==> src/rtl/pll_synth_pkg.sv <==
package pll_synth_pkg;

    localparam int REF_SEL_W = 3;
    localparam int REF_CNT_W = 7;

    typedef enum logic [1:0] {
        PUMP_FLOAT = 2'd0,
        PUMP_SRC   = 2'd1,
        PUMP_SINK  = 2'd2
    } pump_e;

    function automatic logic [REF_CNT_W-1:0] ref_ratio(input logic [REF_SEL_W-1:0] code);
        logic [REF_CNT_W-1:0] r;
        case (code)
            3'd1:    r = REF_CNT_W'(25);
            3'd2:    r = REF_CNT_W'(15);
            3'd3:    r = REF_CNT_W'(12);
            3'd4:    r = REF_CNT_W'(6);
            3'd5:    r = REF_CNT_W'(3);
            default: r = REF_CNT_W'(75);
        endcase
        return r;
    endfunction

endpackage

==> src/rtl/pll_ref_div.sv <==
module pll_ref_div
    import pll_synth_pkg::*;
(
    input  logic                 clk,
    input  logic                 rst_n,
    input  logic                 run_en,
    input  logic [REF_SEL_W-1:0] sel,
    output logic                 tick
);

    typedef struct packed {
        logic [REF_CNT_W-1:0] cnt;
        logic                 tick;
    } ref_st_t;

    ref_st_t              st_q, st_d;
    logic [REF_CNT_W-1:0] last;

    always_comb begin
        st_d = st_q;
        last = ref_ratio(sel) - 1'b1;
        if (!run_en) begin
            st_d = '0;
        end else if (st_q.cnt >= last) begin
            st_d.cnt  = '0;
            st_d.tick = 1'b1;
        end else begin
            st_d.cnt  = st_q.cnt + 1'b1;
            st_d.tick = 1'b0;
        end
    end

    always_ff @(posedge clk or negedge rst_n) begin
        if (!rst_n) st_q <= '0;
        else        st_q <= st_d;
    end

    assign tick = st_q.tick;

endmodule

==> src/rtl/pll_n_div.sv <==
module pll_n_div #(
    parameter int N_W = 16
) (
    input  logic           clk,
    input  logic           rst_n,
    input  logic           run_en,
    input  logic           vco_tick,
    input  logic [N_W-1:0] n_value,
    output logic           tick
);

    localparam logic [N_W-1:0] ONE = N_W'(1);

    typedef struct packed {
        logic [N_W-1:0] cnt;
        logic [N_W-1:0] hold;
        logic           tick;
    } ndiv_st_t;

    ndiv_st_t       st_q, st_d;
    logic [N_W-1:0] eff;

    always_comb begin
        st_d      = st_q;
        st_d.tick = 1'b0;
        if (st_q.cnt == '0) eff = (n_value == '0) ? ONE : n_value;
        else                eff = st_q.hold;
        if (!run_en) begin
            st_d = '0;
        end else if (vco_tick) begin
            if (st_q.cnt == '0) st_d.hold = eff;
            if (st_q.cnt + ONE >= eff) begin
                st_d.cnt  = '0;
                st_d.tick = 1'b1;
            end else begin
                st_d.cnt = st_q.cnt + ONE;
            end
        end
    end

    always_ff @(posedge clk or negedge rst_n) begin
        if (!rst_n) st_q <= '0;
        else        st_q <= st_d;
    end

    assign tick = st_q.tick;

endmodule

==> src/rtl/pll_pfd.sv <==
module pll_pfd
    import pll_synth_pkg::*;
#(
    parameter int DZ_NARROW  = 1,
    parameter int DZ_WIDE    = 4,
    parameter int UNLOCK_CYC = 6
) (
    input  logic  clk,
    input  logic  rst_n,
    input  logic  run_en,
    input  logic  ref_tick,
    input  logic  div_tick,
    input  logic  dz_mode,
    input  logic  rd_clr,
    output pump_e pump,
    output logic  flag
);

    localparam int RUN_TOP = (UNLOCK_CYC > DZ_WIDE) ? UNLOCK_CYC : DZ_WIDE;
    localparam int RUN_W   = $clog2(RUN_TOP + 1);
    localparam logic [RUN_W-1:0] RUN_MAX = RUN_W'(RUN_TOP);
    localparam logic [RUN_W-1:0] THR_N   = RUN_W'(DZ_NARROW);
    localparam logic [RUN_W-1:0] THR_W   = RUN_W'(DZ_WIDE);
    localparam logic [RUN_W-1:0] THR_U   = RUN_W'(UNLOCK_CYC);

    typedef struct packed {
        logic             hi;
        logic             lo;
        logic [RUN_W-1:0] run;
        logic             flag;
    } pfd_st_t;

    pfd_st_t          st_q, st_d;
    logic             up_req, dn_req, both, err, drive, set_flag;
    logic [RUN_W-1:0] thr;

    always_comb begin
        st_d     = st_q;
        up_req   = st_q.hi | div_tick;
        dn_req   = st_q.lo | ref_tick;
        both     = up_req & dn_req;
        thr      = dz_mode ? THR_W : THR_N;
        err      = run_en & (st_q.hi | st_q.lo);
        drive    = err & (st_q.run >= thr);
        set_flag = err & (st_q.run >= THR_U);

        if (!run_en) begin
            st_d.hi  = 1'b0;
            st_d.lo  = 1'b0;
            st_d.run = '0;
        end else begin
            st_d.hi = up_req & ~both;
            st_d.lo = dn_req & ~both;
            if ((st_d.hi | st_d.lo) && (st_q.hi | st_q.lo))
                st_d.run = (st_q.run == RUN_MAX) ? st_q.run : st_q.run + 1'b1;
            else
                st_d.run = '0;
        end
        st_d.flag = set_flag | (st_q.flag & ~rd_clr);

        if (!drive)       pump = PUMP_FLOAT;
        else if (st_q.hi) pump = PUMP_SRC;
        else              pump = PUMP_SINK;
    end

    always_ff @(posedge clk or negedge rst_n) begin
        if (!rst_n) st_q <= '0;
        else        st_q <= st_d;
    end

    assign flag = st_q.flag;

endmodule

==> src/rtl/pll_synth_core.sv <==
module pll_synth_core
    import pll_synth_pkg::*;
#(
    parameter int N_W        = 16,
    parameter int DZ_NARROW  = 1,
    parameter int DZ_WIDE    = 4,
    parameter int UNLOCK_CYC = 6
) (
    input  logic                 clk,
    input  logic                 rst_n,
    input  logic [REF_SEL_W-1:0] ref_sel,
    input  logic [N_W-1:0]       n_value,
    input  logic                 dz_mode,
    input  logic                 pll_stop,
    input  logic                 halt,
    input  logic                 backup,
    input  logic                 vco_tick,
    input  logic                 unlock_rd,
    output logic                 ref_tick,
    output logic                 div_tick,
    output logic                 pump_oe,
    output logic                 pump_lvl,
    output logic                 unlock_flag
);

    logic  active;
    pump_e pump;

    assign active = ~(pll_stop | halt | backup);

    pll_ref_div u_ref (
        .clk    (clk),
        .rst_n  (rst_n),
        .run_en (active),
        .sel    (ref_sel),
        .tick   (ref_tick)
    );

    pll_n_div #(.N_W(N_W)) u_ndiv (
        .clk      (clk),
        .rst_n    (rst_n),
        .run_en   (active),
        .vco_tick (vco_tick),
        .n_value  (n_value),
        .tick     (div_tick)
    );

    pll_pfd #(
        .DZ_NARROW  (DZ_NARROW),
        .DZ_WIDE    (DZ_WIDE),
        .UNLOCK_CYC (UNLOCK_CYC)
    ) u_pfd (
        .clk      (clk),
        .rst_n    (rst_n),
        .run_en   (active),
        .ref_tick (ref_tick),
        .div_tick (div_tick),
        .dz_mode  (dz_mode),
        .rd_clr   (unlock_rd),
        .pump     (pump),
        .flag     (unlock_flag)
    );

    assign pump_oe  = (pump != PUMP_FLOAT);
    assign pump_lvl = (pump == PUMP_SRC);

endmodule

==> config.mk <==
export PLATFORM = sky130hd
export DESIGN_NAME = pll_synth_core
export DESIGN_NICKNAME = d
export VERILOG_FILES = /design/src/rtl/pll_synth_pkg.sv /design/src/rtl/pll_ref_div.sv /design/src/rtl/pll_n_div.sv /design/src/rtl/pll_pfd.sv /design/src/rtl/pll_synth_core.sv
export SDC_FILE = /design/constraint.sdc
export NUM_CORES = 1
export LEC_CHECK = 0
export BUFFER_PORTS_ARGS = -buffer_cell sky130_fd_sc_hd__buf_2
export CAP_MARGIN = 20
export CORE_MARGIN = 1
export CORE_UTILIZATION = 35
export DETAILED_ROUTE_END_ITERATION = 6
export GPL_TIMING_DRIVEN = 0
export PLACE_DENSITY_LB_ADDON = 0.1
export SLEW_MARGIN = 10
export SYNTH_ARGS = -nofsm -noshare
export SYNTH_HDL_FRONTEND = slang
export SYNTH_SLANG_ARGS = --single-unit
==> constraint.sdc <==
create_clock -name clk -period 5.52 [get_ports clk]
set_clock_uncertainty 0.05 [all_clocks]
set_input_delay 0.552 -clock clk [delete_from_list [all_inputs] [get_ports clk]]
set_output_delay 0.552 -clock clk [all_outputs]
set_load 0.02 [all_outputs]
Word-level counts from Yosys, hierarchy flattened
Index checks and enable logic that the tools add are counted.
W data, S select, Z words.

word-level totals
  register bits after elaboration = 47
  latch bits = 0
  RAM bits = 0
  ROM bits = 0
  input bits = 27
  output and inout port bits = 5
  word-level logic and storage cells = 65
  memories kept = 0

cells by class
  $add $sub $neg = 4
  $mul = 0
  divide/modulo/power cells = 0
  $lt $le $gt $ge = 4
  equality and inequality tests = 8
  shifts and indexed selects = 0
  mux-type cells = 16
  bitwise gates (word level) = 17
  reduce and logical (&&, ||, !) cells = 7

operators with widths
  cell                     count
  $mux W33                 2
  $mux W16                 4
  $pmux W7 S5              1
  $logic_not A16 Y1        2
  $add A16 B1 Y16 const B  1
  $ge A16 B16 Y1           1
  $mux W8                  2
  $eq A3 B3 Y1 const B     3
  $mux W3                  3
  $add A7 B1 Y7 const B    1
  $and A1 B1 Y1            7
  $ge A7 B7 Y1             1
  $or A1 B1 Y1             7
  $sub A7 B1 Y7 const B    1
  $eq A3 B2 Y1 const B     2
  $reduce_bool A2 Y1       3
  $mux W5                  1
  $mux W2                  2
  $add A3 B1 Y3 const B    1
  $eq A3 B1 Y1 const B     1
  $ge A3 B3 Y1             1
  $ge A3 B3 Y1 const B     1
  $ne A3 B3 Y1 const B     1
  $not A1 Y1               3
  4 further kinds          4

Longest topological paths before layout
  word-level depth = 8
  mapped depth = 16
  gate-level depth less buffers = 13

By module
From an unflattened synthesis, not the netlist that was laid out.

second synthesis, totals
  cell total of the unflattened synthesis = 330
  area, all modules = 3190.6 µm²

modules (own cells, without submodules)
  module          times used  cells an instance  area each (µm²)  seq. area each (µm²)
  pll_n_div       1           228                2212.1           825.8
  pll_ref_div     1           61                 573.0            200.2
  pll_pfd         1           38                 385.4            150.1
  pll_synth_core  1           3                  20.0             0.0

Worst setup path after synthesis
Ideal clock, no wire load.

  kind = flip-flop to flip-flop
  from = register u_ndiv.st_q[17] (netlist name)
  to = register u_ndiv.st_q[17] (netlist name)
  setup time = 0.120 ns
  data arrival time = 3.129 ns
  required time = 5.350 ns
  path slack = 2.220 ns
  stages on the path, launching flop included = 16
  path buffers = 3
  clock period less this slack = 3.300 ns
  cell sequence = dfrtp_1 -> inv_1 -> ha_1 -> nor4b_1 -> nand4_1 -> buf_2 -> buf_1 -> mux2i_1 -> ha_1 -> nand4_1 -> nor2_1 -> o2111ai_1 -> o211ai_1 -> clkbuf_1 -> nor4_1 -> a31o_2

between the ends
  longest elaborated chain between the ends = 6
  elaborated cells on any way between the ends = 7
  those cells by class = add/sub: 1; order compare: 1; mux: 4; reduce/logical: 1

ends and longest elaborated chain
  element                                                                  RTL line         RTL
  start: declaration                                                       pll_n_div.sv:20  ndiv_st_t st_q, st_d;
  start signal: assignment                                                 pll_n_div.sv:43  else st_q <= st_d;
  parallel branches: the longest is 3 deep, another holds $add A16 B1 Y16  -
  $mux W16 (*)                                                             pll_n_div.sv:32  if (st_q.cnt + ONE >= eff) begin
  $mux W33 (*)                                                             pll_n_div.sv:30  end else if (vco_tick) begin
  $mux W33 (*)                                                             pll_n_div.sv:28  if (!run_en) begin

Mark *: on every way between the ends. The select of a mux whose other input is x is not followed.
A chain may end at the register's enable or synchronous reset.

Worst setup path in the final report
Same ends and word-level chain as after synthesis.

==> reports/qor.csv <==
stage;metric;value;unit
critical_path;end_kind;flop;
placement;io_buffers;31;
power_and_ir_drop;power_density;197;mW/mm^2
yosys;seq_area_frac_synth;38.1;%
timing;fmaxAchievable;243;MHz
cts;cts_repair_resize_count;0;
die;die_w;95.9;um
yosys;synth-async-reset-ratio;100;%
die;die_h;95.9;um
cells_and_area;drive_above_1_share;13.5;%
cts;htreeDepth;2;
grt;grt_pass1_vias;2416;
routing;wl_met3;198;um
power_and_ir_drop;p_leak;1.72;nW
timing;report.final.setup_viol;0;
yosys;avgSynthCellArea;9.10;sq um
cts;clk_latency;0.30;ns
timing;worstMarginPinSlew;0.723;ns
power_and_ir_drop;peakVddDrop;0.0907;mV
timing;fin_crit_sh;74.5;%
yosys;synth_ff_type;dfrtp_1;
critical_path;rrSetupSlack;1.41;ns
routing;ant_nets;0;
routing;met2_length;3.34;mm
critical_path;cp_data_required_time;5.72;ns
cells_and_area;areaGrowthSynthToFinish;13.7;%
grt;grt_max_degree;33;
min_path;hp-class;primary input to async pin;
die;dieArea;0.00919;sq mm
yosys;yosys_register_bits;47;
cts;post_cts_buffers;0;
critical_path;cp_max_fo;10;
routing;topRoutingLayerUsed;met4;
critical_path;crit_top_cell;ha_1;
cts;cts_made_buffers;5;
timing;hold_viol;0;
routing;first_pass_iters;4;
yosys;yosysTopAreaCell;dfrtp_1;
routing;drtIter0Drc;134;
timing;timing.hold.ws;0.112;ns
timing;final_max_slew_viol_count;0;
die;pin_count;32;
die;rows;33;
grt;antenna_found_initial;0;
cts;clk_pin_slew;0.09;ns
critical_path;slowest_delay;0.57;ns
critical_path;arrival;4.31;ns
yosys;synth_cell_type_count;45;
routing;wirelength;7.12;mm
die;core_region_area;0.00838;sq mm
yosys;synth_top_area_share;38.1;%
cts;hold_buffers;0;
placement;placed_area;0.00339;sq mm
placement;place_hpwl;5.50;mm
timing;maxSlewHeadroom;51.4;%
cells_and_area;fin_area;0.00351;sq mm
yosys;ys_warn_count;0;
critical_path;critPathLaunchType;flop;
routing;wirelength_met1;3.47;mm
cells_and_area;nets;438;
routing;viasPerCell;5.24;
yosys;synth_area;0.00309;sq mm
critical_path;crit_slowest_cell;buf_1;
run_status;status;complete, no violations;
routing;wl_per_cell;14.7;um
flow_run;drv_cap;0;
grt;globalRouteTotalUtil;16.8;%
critical_path;crit_buf_inv;4;
grt;grt_overflow;0;
cells_and_area;instances_no_fill;484;
grt;grt_pass1_wl;11.7;mm
timing;rsz0062_at_grt;no;
cells_and_area;antenna-diode-count;0;
yosys;synth-edff-count;0;
critical_path;worst-setup-path-type;flop to flop;
cts;root_buffer;clkbuf_8;
critical_path;crit_family;buffers and inverters;
placement;globalplace.congestion;0.787;
cts;ctsLongestPathBuffers;2;
timing;period_minus_slack;4.11;ns
cts;cts_tree;yes;
routing;dr_total_vias;2535;
die;start_util;36.8;%
critical_path;crit_chain;inv_1 -> ha_1 -> nor4b_1 -> nand4_1 -> buf_2 -> buf_1 -> mux2i_1 -> ha_1 -> a21oi_1 -> nand2_1 -> a211oi_1 -> o211ai_1 -> clkbuf_1 -> nor4_1 -> a31o_2;
placement;dpl.cell_count;476;
cts;clock-sinks;47;
timing;finalSetupTns;0;ns
yosys;synthCells;339;
cells_and_area;n_fill_cell;866;
yosys;synth_area_leaders;dfrtp_1 38%, ha_1 13%, nand2_1 6.7%, mux2i_1 4.9%, a21oi_1 3.7%;
routing;drc;0;
yosys;synth_nets;399;
cell families after synthesis:
| kind of cell | Yosys count | synth area share (%) |
|---|---|---|
| adders and majority gates | 33 | 13.4 |
| buffers and inverters | 22 | 2.76 |
| DFF | 47 | 38.1 |
| muxes | 15 | 4.87 |
| and+or+nand+nor | 137 | 21.9 |
| AOI/OAI and AO/OA | 71 | 15.2 |
| other | 1 | 0.122 |
| xor gates and xnor gates | 13 | 3.69 |
report_power, final:
| group | total [mW] | switching (mW) | internal [mW] |
|---|---|---|---|
| Sequential | 0.349 | 0.00222 | 0.347 |
| Combinational | 0.0726 | 0.0447 | 0.0279 |
| Clock | 0.269 | 0.122 | 0.147 |
flip-flops by register name (all words and copies together), names as in the netlist:
name	flops
u_ndiv.st_q	32
u_ndiv.tick	1
u_pfd.st_q	5
u_ref.tick	1
u_pfd.flag	1
u_ref.st_q	7
final timing paths:
kind                                        startpoint                          end  cells after the start
max                        u_ndiv.st_q[17]$_DFFE_PN0P_  u_ndiv.st_q[17]$_DFFE_PN0P_                     15
min                                              rst_n  u_ndiv.st_q[31]$_DFFE_PN0P_                      1
max reg2reg                u_ndiv.st_q[17]$_DFFE_PN0P_  u_ndiv.st_q[17]$_DFFE_PN0P_                     15
min reg2reg                    u_ref.st_q[1]$_DFF_PN0_      u_ref.st_q[1]$_DFF_PN0_                      1
max in group asynchronous                        rst_n  u_ndiv.st_q[21]$_DFFE_PN0P_                      2
min in group clk                             unlock_rd         u_pfd.flag$_DFF_PN0_                      2
cell type report:
cell class / count / area (sq um) / area share (%)
buffer: 10 / 40.0 / 1.14
clock inverter: 2 / 35.0 / 0.998
sequential: 47 / 1180 / 33.5
multi-input combinational: 270 / 1820 / 52.0
inverter: 12 / 45.0 / 1.28
timing repair buffer: 32 / 175 / 4.99
clock buffer: 6 / 82.6 / 2.35
tap: 105 / 131 / 3.74
per-stage QoR:
stage / setup slack [ns] / power [mW] / utilization (%)
after global placement: 1.48 / 0.427 / 40.2
after global routing: 1.02 / 0.723 / 41.9
after floorplan: 2.22 / 0.394 / -
after CTS: 1.37 / 0.701 / 41.9
final: 1.41 / 0.691 / 41.9
after detailed placement: 1.43 / 0.430 / 40.5
synthesized netlist by cell type (4+ instances only):
cell / number
or2_2: 4
nor3_1: 9
nand4_1: 4
xor2_1: 4
o21ai_0: 10
inv_1: 12
mux2i_1: 15
a22o_1: 7
nor2b_1: 4
nand3_1: 9
clkbuf_1: 7
dfrtp_1: 47
a211oi_1: 11
xnor2_1: 9
ha_1: 33
nor2_1: 22
a21oi_1: 23
and3_1: 4
nand2b_1: 4
a21o_1: 11
nor4_1: 6
nand2_1: 55
or3_1: 4
per-layer routing:
layer / global-route usage (%) / up-vias
met3: 2.92 / 12
met2: 27.9 / 36
li1: - / 1288
met1: 22.4 / 1199
met5: 0 / -
met4: 4.85 / 0
cell usage in the layout, fill, tap and decap left out, drive strengths merged, types with 2 or more instances in the layout:
master,instances
nand2,55
dfrtp,47
buf,35
ha,33
a21oi,23
nor2,22
mux2i,15
clkbuf,13
inv,12
a211oi,12
a21o,11
o21ai,10
nand3,9
xnor2,9
nor3,9
a22o,7
nor4,6
nand4,5
or2,5
xor2,4
and3,4
nand2b,4
or3,4
nor2b,4
and2,3
and4,2
or4,2
worst reg2reg max path, delay by kind of cell (launching register included):
kind / cells / cell delay, ns
fa+ha+maj: 2 / 0.50
simple gates: 4 / 0.68
mux: 1 / 0.31
compound gates: 4 / 0.73
buf+inv: 4 / 1.23
flops: 1 / 0.55
Note: power is estimated with default switching activity, not from simulation.
